===== src/rtl/clkg_pkg.sv =====
package clkg_pkg;
  localparam int NUM_DOM = 4;
  localparam int DOM_WDT  = 0;
  localparam int DOM_XREF = 1;
  localparam int DOM_TIM  = 2;
  localparam int DOM_PER  = 3;
  typedef logic [NUM_DOM-1:0] dom_vec_t;
endpackage


===== src/rtl/clkg_regs.sv =====
module clkg_regs #(
  parameter int ADDR_W = 8,
  parameter int DATA_W = 16,
  parameter logic [ADDR_W-1:0] POL_OFF = 8'h04,
  parameter logic [ADDR_W-1:0] EN_OFF  = 8'h08,
  parameter logic [DATA_W-1:0] POL_MASK = 16'h000F,
  parameter logic [DATA_W-1:0] EN_MASK  = 16'h0024
) (
  input  logic              clk,
  input  logic              rst_n,
  input  logic              req_valid,
  input  logic              req_wr,
  input  logic [ADDR_W-1:0] req_addr,
  input  logic [DATA_W-1:0] req_wdata,
  output logic              rsp_valid,
  output logic [DATA_W-1:0] rsp_rdata,
  output logic [DATA_W-1:0] pol_q,
  output logic [DATA_W-1:0] en_q
);
  localparam logic [DATA_W-1:0] ZERO = '0;

  logic hit_pol, hit_en, do_wr, do_rd;
  logic [DATA_W-1:0] rd_mux;

  assign hit_pol = (req_addr == POL_OFF);
  assign hit_en  = (req_addr == EN_OFF);
  assign do_wr   = req_valid && req_wr;
  assign do_rd   = req_valid && !req_wr;

  always_comb begin
    rd_mux = ZERO;
    if (hit_pol) rd_mux = pol_q;
    else if (hit_en) rd_mux = en_q;
  end

  always_ff @(posedge clk or negedge rst_n) begin
    if (!rst_n) begin
      pol_q     <= ZERO;
      en_q      <= ZERO;
      rsp_valid <= 1'b0;
      rsp_rdata <= ZERO;
    end else begin
      if (do_wr && hit_pol) pol_q <= req_wdata & POL_MASK;
      if (do_wr && hit_en)  en_q  <= req_wdata & EN_MASK;
      rsp_valid <= do_rd;
      rsp_rdata <= do_rd ? rd_mux : ZERO;
    end
  end

  AST_RSV_READ_ZERO: assert property (@(posedge clk) disable iff (!rst_n)
    rsp_valid |-> ((rsp_rdata & ~(POL_MASK | EN_MASK)) == ZERO));
  AST_READ_ANSWERED: assert property (@(posedge clk) disable iff (!rst_n)
    (req_valid && !req_wr) |=> rsp_valid);
  AST_NO_SPURIOUS_RSP: assert property (@(posedge clk) disable iff (!rst_n)
    !(req_valid && !req_wr) |=> !rsp_valid);
endmodule


===== src/rtl/clkg_gate.sv =====
module clkg_gate
  import clkg_pkg::*;
#(
  parameter dom_vec_t FORCE_MASK = 4'b0001,
  parameter dom_vec_t RESET_CE   = 4'b0011
) (
  input  logic     clk,
  input  logic     rst_n,
  input  logic     cpu_idle,
  input  logic     wdog_mode,
  input  dom_vec_t static_en,
  input  dom_vec_t idle_sel,
  output dom_vec_t ce_q
);
  for (genvar d = 0; d < NUM_DOM; d++) begin : g_dom
    logic run_d;
    if (FORCE_MASK[d]) begin : g_forced
      assign run_d = wdog_mode || (static_en[d] && !(cpu_idle && idle_sel[d]));
    end else begin : g_plain
      assign run_d = static_en[d] && !(cpu_idle && idle_sel[d]);
    end
    always_ff @(posedge clk or negedge rst_n) begin
      if (!rst_n) ce_q[d] <= RESET_CE[d];
      else        ce_q[d] <= run_d;
    end
  end
endmodule


===== src/rtl/clk_idle_gate_ctrl.sv =====
module clk_idle_gate_ctrl
  import clkg_pkg::*;
#(
  parameter int ADDR_W  = 8,
  parameter int DATA_W  = 16,
  parameter int TIM_EN_BIT = 5,
  parameter int PER_EN_BIT = 2
) (
  input  logic              clk,
  input  logic              rst_n,
  input  logic              req_valid,
  output logic              req_ready,
  input  logic              req_wr,
  input  logic [ADDR_W-1:0] req_addr,
  input  logic [DATA_W-1:0] req_wdata,
  output logic              rsp_valid,
  output logic [DATA_W-1:0] rsp_rdata,
  input  logic              cpu_idle,
  input  logic              wdog_mode,
  output logic              ce_xref,
  output logic              ce_wdt,
  output logic              ce_tim,
  output logic              ce_per
);
  localparam logic [DATA_W-1:0] POL_MASK = DATA_W'((1 << NUM_DOM) - 1);
  localparam logic [DATA_W-1:0] EN_MASK  =
    DATA_W'((1 << TIM_EN_BIT) | (1 << PER_EN_BIT));
  localparam dom_vec_t FORCE = dom_vec_t'(1 << DOM_WDT);
  localparam dom_vec_t RST_CE = dom_vec_t'((1 << DOM_WDT) | (1 << DOM_XREF));

  logic [DATA_W-1:0] pol_q, en_q;
  dom_vec_t static_en, idle_sel, ce_q;

  assign req_ready = 1'b1;

  clkg_regs #(
    .ADDR_W(ADDR_W), .DATA_W(DATA_W),
    .POL_OFF(ADDR_W'(4)), .EN_OFF(ADDR_W'(8)),
    .POL_MASK(POL_MASK), .EN_MASK(EN_MASK)
  ) u_regs (
    .clk(clk), .rst_n(rst_n),
    .req_valid(req_valid), .req_wr(req_wr),
    .req_addr(req_addr), .req_wdata(req_wdata),
    .rsp_valid(rsp_valid), .rsp_rdata(rsp_rdata),
    .pol_q(pol_q), .en_q(en_q)
  );

  always_comb begin
    static_en = '1;
    static_en[DOM_TIM] = en_q[TIM_EN_BIT];
    static_en[DOM_PER] = en_q[PER_EN_BIT];
    idle_sel = pol_q[NUM_DOM-1:0];
  end

  clkg_gate #(.FORCE_MASK(FORCE), .RESET_CE(RST_CE)) u_gate (
    .clk(clk), .rst_n(rst_n),
    .cpu_idle(cpu_idle), .wdog_mode(wdog_mode),
    .static_en(static_en), .idle_sel(idle_sel),
    .ce_q(ce_q)
  );

  assign ce_wdt  = ce_q[DOM_WDT];
  assign ce_xref = ce_q[DOM_XREF];
  assign ce_tim  = ce_q[DOM_TIM];
  assign ce_per  = ce_q[DOM_PER];

  AST_XREF_IDLE_STOP: assert property (@(posedge clk) disable iff (!rst_n)
    (cpu_idle && pol_q[DOM_XREF]) |=> !ce_xref);
  AST_WDT_IDLE_STOP: assert property (@(posedge clk) disable iff (!rst_n)
    (cpu_idle && pol_q[DOM_WDT] && !wdog_mode) |=> !ce_wdt);
  AST_WDT_FORCED_ON: assert property (@(posedge clk) disable iff (!rst_n)
    wdog_mode |=> ce_wdt);
  AST_TIM_STOPPED: assert property (@(posedge clk) disable iff (!rst_n)
    !en_q[TIM_EN_BIT] |=> !ce_tim);
  AST_PER_STOPPED: assert property (@(posedge clk) disable iff (!rst_n)
    !en_q[PER_EN_BIT] |=> !ce_per);
  AST_AWAKE_RUNS: assert property (@(posedge clk) disable iff (!rst_n)
    !cpu_idle |=> ce_xref);
endmodule


===== config.mk =====
export PLATFORM = sky130hd
export DESIGN_NAME = clk_idle_gate_ctrl
export DESIGN_NICKNAME = d
export VERILOG_FILES = /design/src/rtl/clkg_pkg.sv /design/src/rtl/clkg_regs.sv /design/src/rtl/clkg_gate.sv /design/src/rtl/clk_idle_gate_ctrl.sv
export SDC_FILE = /design/constraint.sdc
export NUM_CORES = 1
export LEC_CHECK = 0
export CORE_MARGIN = 2
export CORE_UTILIZATION = 38
export DETAILED_ROUTE_END_ITERATION = 12
export PLACE_DENSITY = 0.88
export SYNTH_ARGS = -nofsm -noshare
export SYNTH_HDL_FRONTEND = slang
export SYNTH_HIERARCHICAL = 1
export SYNTH_SLANG_ARGS = --single-unit

===== constraint.sdc =====
create_clock -name clk -period 1.1 [get_ports clk]
set_clock_uncertainty 0.15 [all_clocks]
set_input_delay 0.22 -clock clk [delete_from_list [all_inputs] [get_ports clk]]
set_output_delay 0.22 -clock clk [all_outputs]
set_load 0.02 [all_outputs]

==> impl_results.rst <==
.. list-table::
   :header-rows: 1

   * - Metric
     - Value
   * - Master of the slowest instance on the critical path
     - sky130_fd_sc_hd__or4_4
   * - Cell count after synthesis
     - 59
   * - Worst slack after detailed placement
     - -1045 ps
   * - Worst path bufs/invs
     - 1
   * - Half-perimeter wire length of the detailed placement result
     - 1.106 mm
   * - RSZ-0062 raised after global routing
     - yes
   * - Global routing usage summed across all routing layers
     - 0.1619
   * - Kind of cell with the highest combined delay on the critical path
     - simple AND/OR/NAND/NOR gates
   * - Startpoint types
     - input port
   * - Power density over cell area
     - 1043 mW/mm2
   * - Fin crit period
     - 1514 ps
   * - Startpoint of the most critical hold path
     - req_addr[1]
   * - Worst flop-to-flop path startpoint
     - u_regs/pol_q[2]
   * - CTS sink cnt
     - 16
   * - Most common cell after layout, fill and taps aside
     - sky130_fd_sc_hd__buf_6
   * - Max_cap viols
     - 0
   * - Peak supply drop
     - 0.5518 mV
   * - Fraction of final layout cells with drive strength greater than 1
     - 0.4330
   * - Post-synthesis instance area
     - 735.7 um2
   * - Fmax achieved
     - 660.5 MHz
   * - CTS tree
     - done
   * - Detailed-route wire length per cell
     - 12.06 um
   * - Maximum single-stage delay on the critical path
     - 580 ps
   * - Data required time of the worst path
     - 1120 ps
   * - Initial DRC count
     - 5
   * - Clock tree buffer depth
     - 2
   * - Vias after detailed routing
     - 547
   * - Avg Vias per Cell
     - 4.484
   * - Core Util, Final
     - 0.6407
   * - Critical-path maximum fanout
     - 4
   * - WHS Path Cells
     - 4
   * - Number of max-slew violations in the final report
     - 0
   * - Path class of the lowest-slack min-delay path
     - input port to flip-flop
   * - Hold WS
     - 55.11 ps
   * - Number of cells on the worst reg-to-reg path
     - 3
   * - Clock slew at the register clock pins of the worst setup and hold paths
     - 80 ps
   * - Vertical die dimension
     - 48 um
   * - Final setup vio count
     - 21
   * - Total grt overflow
     - 0
   * - Area of the die
     - 0.002304 mm2
   * - Critical path cell sequence
     - buf_6 > or4_4 > nor3_4 > mux2_4
   * - Worst skew pair latency
     - 290 ps
   * - Smallest setup slack after layout
     - -414.0 ps
   * - Post-route DRC violation count
     - 0
   * - DRT antenna net count
     - 0
   * - Setup slack of the worst register-to-register path
     - 120 ps
   * - Vias in the first global route
     - 563
   * - Final hold viol count
     - 0
   * - Layout overhead on the synthesized area
     - 55.27%
   * - Overall power
     - 1.192 mW
   * - Total length of routed wires
     - 1.471 mm
   * - Pin count of the biggest net entering global routing
     - 17
   * - Filler cell count in the final layout
     - 136
   * - Post-synthesis area per instance
     - 12.47 um2
   * - Ant diodes
     - 0
   * - Root buf cell
     - sky130_fd_sc_hd__clkbuf_4
   * - Ports
     - 52
   * - First-pass iteration count of the detailed router
     - 2
   * - Portion of the clock cycle consumed by the worst path in the final layout
     - 1.376
   * - Number of H-tree branching levels
     - 1
   * - Initial standard-cell utilization of the core
     - 0.4126
   * - Total CTS buffers
     - 3
   * - Count of nets after finishing
     - 128
   * - Core area
     - 0.001783 mm2
   * - Type of the setup path with the least slack
     - input port to flip-flop
   * - Worst-case hold path end point
     - u_regs/rsp_rdata[5]
   * - Violated checks
     - negative setup slack
   * - Run status
     - complete, but fails checks
   * - Wire length of the first global-routing pass
     - 2.553 mm
   * - Gpl congestion
     - 0.7121
   * - CP Data Arrival Time
     - 1540 ps
   * - Static Leakage
     - 0.5664 nW
   * - Commonest cells after routing, fill and taps aside
     - sky130_fd_sc_hd__buf_6 (15), sky130_fd_sc_hd__conb_1 (14), sky130_fd_sc_hd__dfrtp_1 (14)
   * - Placement row count
     - 15
   * - Worst Setup End Kind
     - flip-flop
   * - IO Port Bufs
     - 28
   * - X dimension of the die
     - 48 um
   * - Reg2Reg Capture Point
     - u_regs/rsp_rdata[2]
   * - Number of antenna violations at the first check in global routing
     - 0
   * - Syn. warnings
     - 6
==> flip-flops by register name (all words and copies together), names as in the netlist <==
name              cells
u_regs/rsp_rdata      5
u_gate/ce_q           4
u_regs/pol_q          4
u_regs/en_q           2
u_regs/rsp_valid      1
==> stage by stage <==
step                      std cells  TNS [ps]  cell area [um2]
after global placement          115    -12240             1037
after CTS                       120     -4068             1105
after floorplan                  71     -4251            780.7
after global routing            122     -4879             1142
final                           122     -4319             1142
after detailed placement        115    -12810             1037
==> worst register-to-register path: stages, from the launching register on <==
cell and delay [ps]:
sky130_fd_sc_hd__dfrtp_1 380, sky130_fd_sc_hd__inv_1 50, sky130_fd_sc_hd__a2bb2oi_1 140, sky130_fd_sc_hd__nor3_1 180
==> power breakdown <==
part	internal [mW]	total, mW	switching [mW]
clock	0.202	0.383	0.181
sequential	0.604	0.613	0.00838
combinational	0.101	0.196	0.0956
total	0.906	1.19	0.285
==> per-layer routing <==
metal,share of wire,vias to the layer above,GRT usage
li1,-,249,-
met1,0.38,268,0.1784
met2,0.55,26,0.2773
met3,0.046,4,0.03396
met4,0.026,0,0.1081
met5,0,-,0
==> timing repair <==
| item | 4_1_cts | 5_1_grt |
|---|---|---|
| endpoints found under the setup margin | 21 | 21 |
| hold buffers | 0 | 0 |
| pin swaps | 6 | 5 |
| resized for setup | 97 | 4 |
| setup buffers | 1 | 2 |
==> cell type report <==
| cell class | instances | area (um2) | area share |
|---|---|---|---|
| sequential | 16 | 402.9 | 0.3527 |
| multi-input combinational | 41 | 320.3 | 0.2804 |
| tap | 25 | 31.28 | 0.02738 |
| clock buffer | 4 | 36.28 | 0.03176 |
| inverter | 2 | 7.507 | 0.006572 |
| timing repair buffer | 34 | 344.1 | 0.3012 |
==> how the worst max path moves through the flow <==
stage,startpoint,endpoint,slack (ps),cells after the start
after floorplan,req_addr[5],u_regs/pol_q[0],-540,3
after global placement,req_addr[3],u_regs/pol_q[1],-1010,4
after detailed placement,req_addr[3],u_regs/pol_q[3],-1050,4
after CTS,req_addr[6],u_regs/pol_q[3],-420,4
after global routing,req_addr[7],u_regs/pol_q[3],-450,4
final,req_addr[7],u_regs/pol_q[3],-410,4
Power figures use the tool's default switching activity.
